`src/rtl/vdt_pkg.sv`:
```
package vdt_pkg;
    // write addresses of the three configuration fields
    typedef enum logic [1:0] {
        ADDR_POST = 2'd0,
        ADDR_SEL  = 2'd1,
        ADDR_PIX  = 2'd2,
        ADDR_NONE = 2'd3
    } cfg_addr_e;

    // bit of the select write data that carries the select
    localparam int SEL_BIT = 1;
endpackage

```
`src/rtl/vdt_cfg_regs.sv`:
```
module vdt_cfg_regs #(
    parameter int POST_W = 4,
    parameter int PIX_W  = 8,
    parameter int DATA_W = 8
) (
    input  logic              clk,
    input  logic              rst_n,
    input  logic              we,
    input  logic [1:0]        addr,
    input  logic [DATA_W-1:0] wdata,
    input  logic              save,
    input  logic              restore,
    output logic [POST_W-1:0] post_ratio,
    output logic              sel,
    output logic [PIX_W-1:0]  pix_ratio
);
    import vdt_pkg::*;

    typedef struct packed {
        logic [POST_W-1:0] post;
        logic              sel;
        logic [PIX_W-1:0]  pix;
    } fields_t;

    typedef struct packed {
        fields_t live;
        fields_t shadow;
    } st_t;

    st_t st_d, st_q;

    always_comb begin
        st_d = st_q;
        if (save) begin
            st_d.shadow = st_q.live;
        end
        if (restore) begin
            st_d.live = st_q.shadow;
        end else if (we) begin
            case (cfg_addr_e'(addr))
                ADDR_POST: st_d.live.post = wdata[POST_W-1:0];
                ADDR_SEL:  st_d.live.sel  = wdata[SEL_BIT];
                ADDR_PIX:  st_d.live.pix  = wdata[PIX_W-1:0];
                default:   st_d.live      = st_q.live;
            endcase
        end
    end

    always_ff @(posedge clk or negedge rst_n) begin
        if (!rst_n) begin
            st_q <= '0;
        end else begin
            st_q <= st_d;
        end
    end

    assign post_ratio = st_q.live.post;
    assign sel        = st_q.live.sel;
    assign pix_ratio  = st_q.live.pix;
endmodule

```
`src/rtl/vdt_pix_div.sv`:
```
module vdt_pix_div #(
    parameter int W = 8
) (
    input  logic         clk,
    input  logic         rst_n,
    input  logic [W-1:0] ratio,
    output logic         clk_out
);
    typedef struct packed {
        logic [W-1:0] cnt;
        logic [W-1:0] act;
        logic         lvl;
    } st_t;

    st_t        st_d, st_q;
    logic [W:0] hi_len;

    always_comb begin
        st_d = st_q;
        // the ratio is reloaded only at terminal count
        if (st_q.cnt == st_q.act) begin
            st_d.cnt = '0;
            st_d.act = ratio;
        end else begin
            st_d.cnt = st_q.cnt + 1'b1;
        end
        // high for ceil((act+1)/2) cycles of each period
        hi_len   = ({1'b0, st_d.act} + (W+1)'(2)) >> 1;
        st_d.lvl = ({1'b0, st_d.cnt} < hi_len);
    end

    always_ff @(posedge clk or negedge rst_n) begin
        if (!rst_n) begin
            st_q <= '{cnt: '0, act: '0, lvl: 1'b1};
        end else begin
            st_q <= st_d;
        end
    end

    assign clk_out = st_q.lvl;
endmodule

```
`src/rtl/vdt_byte_path.sv`:
```
module vdt_byte_path #(
    parameter int POST_W = 4,
    parameter int BCW    = 2
) (
    input  logic              clk,
    input  logic              rst_n,
    input  logic [POST_W-1:0] post_ratio,
    input  logic              sel_req,
    output logic              clk_out
);
    typedef struct packed {
        logic [POST_W-1:0] pcnt;
        logic [POST_W-1:0] pact;
        logic              half;
        logic              sel;
        logic [BCW-1:0]    bcnt;
    } st_t;

    st_t  st_d, st_q;
    logic post_wrap;
    logic half_tick;
    logic adv;

    always_comb begin
        st_d      = st_q;
        post_wrap = st_q.sel && (st_q.pcnt == st_q.pact);
        half_tick = post_wrap && st_q.half;

        // post-divider and halving stage; held idle while the raw path is chosen
        if (!st_q.sel) begin
            st_d.pcnt = '0;
            st_d.half = 1'b0;
            st_d.pact = post_ratio;
        end else if (post_wrap) begin
            st_d.pcnt = '0;
            st_d.pact = post_ratio;
            st_d.half = ~st_q.half;
        end else begin
            st_d.pcnt = st_q.pcnt + 1'b1;
        end

        // source select feeding the fixed final divider
        adv = st_q.sel ? half_tick : 1'b1;
        if (adv) begin
            st_d.bcnt = st_q.bcnt + 1'b1;
            if (&st_q.bcnt) begin
                st_d.sel = sel_req;
            end
        end
    end

    always_ff @(posedge clk or negedge rst_n) begin
        if (!rst_n) begin
            st_q <= '0;
        end else begin
            st_q <= st_d;
        end
    end

    assign clk_out = st_q.bcnt[BCW-1];
endmodule

```
`src/rtl/vco_out_divtree.sv`:
```
module vco_out_divtree #(
    parameter int POST_W = 4,
    parameter int PIX_W  = 8,
    parameter int DATA_W = 8,
    parameter int BCW    = 2
) (
    input  logic              clk_vco,
    input  logic              rst_n,
    input  logic              cfg_we,
    input  logic [1:0]        cfg_addr,
    input  logic [DATA_W-1:0] cfg_wdata,
    input  logic              save_i,
    input  logic              restore_i,
    output logic              byte_clk,
    output logic              pix_clk
);
    logic [POST_W-1:0] post_cfg;
    logic              sel_cfg;
    logic [PIX_W-1:0]  pix_cfg;

    vdt_cfg_regs #(
        .POST_W(POST_W),
        .PIX_W (PIX_W),
        .DATA_W(DATA_W)
    ) u_regs (
        .clk       (clk_vco),
        .rst_n     (rst_n),
        .we        (cfg_we),
        .addr      (cfg_addr),
        .wdata     (cfg_wdata),
        .save      (save_i),
        .restore   (restore_i),
        .post_ratio(post_cfg),
        .sel       (sel_cfg),
        .pix_ratio (pix_cfg)
    );

    vdt_byte_path #(
        .POST_W(POST_W),
        .BCW   (BCW)
    ) u_byte (
        .clk       (clk_vco),
        .rst_n     (rst_n),
        .post_ratio(post_cfg),
        .sel_req   (sel_cfg),
        .clk_out   (byte_clk)
    );

    vdt_pix_div #(
        .W(PIX_W)
    ) u_pix (
        .clk    (clk_vco),
        .rst_n  (rst_n),
        .ratio  (pix_cfg),
        .clk_out(pix_clk)
    );
endmodule

```
`config.mk`:
```
export PLATFORM = sky130hd
export DESIGN_NAME = vco_out_divtree
export DESIGN_NICKNAME = d
export VERILOG_FILES = /design/src/rtl/vdt_pkg.sv /design/src/rtl/vdt_cfg_regs.sv /design/src/rtl/vdt_pix_div.sv /design/src/rtl/vdt_byte_path.sv /design/src/rtl/vco_out_divtree.sv
export SDC_FILE = /design/constraint.sdc
export NUM_CORES = 1
export LEC_CHECK = 0
export BUFFER_PORTS_ARGS = -buffer_cell sky130_fd_sc_hd__buf_2
export CAP_MARGIN = 10
export CORE_ASPECT_RATIO = 1.4
export CORE_MARGIN = 3
export CORE_UTILIZATION = 65
export DETAILED_ROUTE_END_ITERATION = 7
export PLACE_DENSITY = 0.86
export SETUP_SLACK_MARGIN = 0.3
export SYNTH_ARGS = -nofsm -noshare
export SYNTH_HDL_FRONTEND = slang
export SYNTH_SLANG_ARGS = --single-unit
```
`constraint.sdc`:
```
create_clock -name clk_vco -period 8.7 [get_ports clk_vco]
set_input_delay 1.74 -clock clk_vco [delete_from_list [all_inputs] [get_ports clk_vco]]
set_output_delay 1.74 -clock clk_vco [all_outputs]
set_load 0.02 [all_outputs]
```
==> flow_summary.json <==
{
  "run_status": "complete, no violations",
  "count_of_final_setup_violators": 0,
  "synth_top_area_frac": 0.477,
  "final_core_util": 0.750,
  "starting_utilization_of_the_core_area": 0.698,
  "cts-root-buf": "sky130_fd_sc_hd__clkbuf_8",
  "synth_common_cells": "sky130_fd_sc_hd__dfrtp_1, sky130_fd_sc_hd__mux2_2, sky130_fd_sc_hd__mux2i_1",
  "place.port_buffers": 16,
  "detail_route.iter0.violations": 46,
  "cts_post_setup_buffers_inserted": 0,
  "synthesis.area_per_instance_um2": 11.6,
  "worst-path-max-fanout": 21,
  "clock_skew_ns": 0.0129,
  "worstSetupPathType": "flip-flop to flip-flop",
  "gp_congestion": 0.903,
  "place.detailed.hpwl_mm": 3.89,
  "grt_max_degree": 56,
  "critical_path.cell_chain": "xnor2_1 -> nand4_1 -> nor2_2 -> mux2_2 -> ha_1 -> and3_1 -> xnor2_1 -> mux2_2 -> ha_1 -> a21o_1 -> a21oi_1 -> o221ai_1 -> a31oi_1",
  "finalHoldViolCount": 0,
  "start_kind": "flip-flop",
  "unrepaired_setup_endpoints_after_global_routing": "false",
  "cts.sinks": 55,
  "rows": 27,
  "synth_flop_cell": "sky130_fd_sc_hd__dfrtp_1",
  "path_clk_slew_ns": 0.10,
  "synth_area_leader_cell": "sky130_fd_sc_hd__dfrtp_1",
  "worst-path-buf-inv": 0,
  "dieArea_um2": 5190,
  "wire_per_inst_um": 17.2,
  "drt_drc_violations_left": 0,
  "clock_tree.buffer_depth": 2,
  "flow.area_growth_from_synthesis_pct": 7.47,
  "cts_repair_resize_count": 0,
  "arrival_worst_endpoint_ns": 4.25,
  "worst_slew_margin_rel": 0.324,
  "clock.fmax_mhz": 250,
  "first_pass_grt_wire_length_mm": 9.19,
  "routed-via-count": 1830,
  "drt-vias-per-instance": 6.00,
  "drive_above_1_share": 0.214,
  "postRouteWirelength_mm": 5.25,
  "drv_slew": 0,
  "worst_setup_path_end_kind": "flip-flop",
  "worst_tran_pin_value_ns": 1.01,
  "core_um2": 4050,
  "power_frac_seq": 0.436,
  "clock_tree.htree_level_count": 2,
  "global_route.usage.total": 0.236,
  "synth-seq-area-share": 0.487,
  "synth.lib_cells_used.distinct": 40,
  "pwr_density_cell_nw_per_um2": 327,
  "power.static_leakage_nw": 1.45,
  "setup-tns-final_ns": 0,
  "finalCritPeriodShare": 0.460,
  "syn-num-nets": 269,
  "intPower_mw": 0.625,
  "multiInputGateArea_um2": 1390,
  "synth.most_common_cell": "sky130_fd_sc_hd__dfrtp_1",
  "finalWorstPathRequiredPeriod_ns": 4.00,
  "drtAntennaViolNets": 0,
  "drt_pass1_iterations": 4,
  "synth_edf_count": 0,
  "post_synth_instance_area_um2": 2830,
  "cts_tree": "yes",
  "worstPathRequired_ns": 8.95,
  "clkPwrFrac": 0.175,
  "final_nets": 286,
  "synth-async-reset-ratio": 1.00,
  "register_bit_total_from_synthesis": 55,
  "insertion_delay_ns": 0.31,
  "fp.dieW_um": 61.8,
  "dieHeight_um": 84.1,
  "postCtsHoldBufs": 0,
  "timing.hold.worst.class": "flip-flop to flip-flop",
  "synthesis.yosys.warnings": 0,
  "fill_cell_instance_count_of_the_final_layout": 287,
  "drv.max_cap_violation_count": 0,
  "slowest_delay_ns": 0.85,
  "grt_antenna_before_repair": 0,
  "pin_count": 17,
  "ir_drop_mv": 0.215,
  "worst_path_dominant_cell_family": "simple AND/OR/NAND/NOR gates",
  "cts-buffers-inserted": 5,
  "pwr-share-comb": 0.389,
  "antenna_cells": 0,
  "syn_inst": 244,
  "first_global_vias": 2001,
  "switching_power_mw": 0.370,
  "seq_area_um2": 1380,
  "critical_path_top_delay_cell": "sky130_fd_sc_hd__nor2_2",
  "gr_overflow_total": 0,
  "power.share.switching": 0.372,
  "netlist_top_cells_area": "sky130_fd_sc_hd__dfrtp_1, sky130_fd_sc_hd__mux2_2, sky130_fd_sc_hd__mux2i_1"
}
==> routing by layer <==
metal | up-vias | wire (µm) | track usage
li1 | 882 | - | -
met5 | - | 0 | 0
met1 | 899 | 2090 | 0.283
met4 | 0 | 196 | 0.108
met2 | 32 | 2850 | 0.395
met3 | 17 | 113 | 0.0402
==> sequential cells by signal, indices dropped and copies added (netlist names) <==
signal and cells:
u_byte.clk_out 1, u_byte.st_q 11, u_pix.clk_out 1, u_pix.st_q 16, u_regs.pix_ratio 8, u_regs.post_ratio 4
u_regs.sel 1, u_regs.st_q 13
==> final cells by class <==
type,count,share of cell area
Clock buffer,5,0.0226
Clock inverter,3,0.0156
Inverter,5,0.00617
Multi-Input combinational cell,177,0.456
Sequential cell,55,0.453
Tap cell,43,0.0177
Timing Repair Buffer,17,0.0288
==> cell families (layout without fill, tap and decap cells) <==
kind of cell	count (synthesis)	count (layout)	share of synthesized area
multiplexers	44	44	0.172
XOR/XNOR	30	30	0.0928
adder cells (fa/ha/maj)	10	10	0.0442
buffers and inverters	12	30	0.0230
flip-flops	55	55	0.487
AO/OA/AOI/OAI	24	24	0.0504
AND/OR/NAND/NOR	69	69	0.130
==> worst reg2reg max path: stages (launching register included) <==
cell	delay (ns)
sky130_fd_sc_hd__dfrtp_1	0.45
sky130_fd_sc_hd__xnor2_1	0.20
sky130_fd_sc_hd__nand4_1	0.26
sky130_fd_sc_hd__nor2_2	0.85
sky130_fd_sc_hd__mux2_2	0.44
sky130_fd_sc_hd__ha_1	0.26
sky130_fd_sc_hd__and3_1	0.22
sky130_fd_sc_hd__xnor2_1	0.13
sky130_fd_sc_hd__mux2_2	0.27
sky130_fd_sc_hd__ha_1	0.20
sky130_fd_sc_hd__a21o_1	0.17
sky130_fd_sc_hd__a21oi_1	0.19
sky130_fd_sc_hd__o221ai_1	0.13
sky130_fd_sc_hd__a31oi_1	0.15
==> metrics by stage <==
step | cells | cell area, µm² | hold slack (ns) | total power, mW | setup slack [ns]
after floorplan | 244 | 2830 | 0.446 | 0.735 | 5.64
after global placement | 297 | 2930 | 0.457 | 0.800 | 4.88
after detailed placement | 297 | 2930 | 0.469 | 0.826 | 4.77
after CTS | 305 | 3040 | 0.490 | 1.00 | 4.71
after global routing | 305 | 3040 | 0.516 | 1.07 | 4.38
final | 305 | 3040 | 0.481 | 0.995 | 4.70
==> power by group through the flow <==
stage          clock network (mW)  logic [mW]  registers, mW
6_report                    0.174       0.387          0.434
2_1_floorplan                   0       0.318          0.417
3_5_place_dp                    0       0.389          0.437
5_1_grt                     0.187       0.436          0.448
3_3_place_gp                    0       0.368          0.432
4_1_cts                     0.177       0.393          0.433
==> worst paths after layout <==
check | start | endpoint | slack (ns) | cells after the start
worst max-delay path | u_pix.st_q[11] | u_pix.clk_out | 4.70 | 13
worst min-delay path | u_regs.st_q[9] | u_regs.post_ratio[0] | 0.48 | 2
worst max register to register | u_pix.st_q[11] | u_pix.clk_out | 4.70 | 13
worst min register to register | u_regs.st_q[9] | u_regs.post_ratio[0] | 0.48 | 2
max in group asynchronous | rst_n | u_regs.st_q[11] | 6.70 | 2
min in group asynchronous | rst_n | u_pix.st_q[12] | 1.52 | 2
==> cell usage in the layout (no fill, tap or decap), types with 5 or more instances in the layout <==
master,n
sky130_fd_sc_hd__dfrtp_1,54
sky130_fd_sc_hd__mux2_2,22
sky130_fd_sc_hd__mux2i_1,18
sky130_fd_sc_hd__xnor2_1,17
sky130_fd_sc_hd__nand2_1,16
sky130_fd_sc_hd__buf_2,16
sky130_fd_sc_hd__nor2_1,15
sky130_fd_sc_hd__o21ai_0,14
sky130_fd_sc_hd__xor2_1,13
sky130_fd_sc_hd__nand3_1,12
sky130_fd_sc_hd__ha_1,10
sky130_fd_sc_hd__and3_1,6
sky130_fd_sc_hd__inv_1,5
sky130_fd_sc_hd__clkbuf_8,5
No activity file was read; power rests on OpenSTA's default activity.
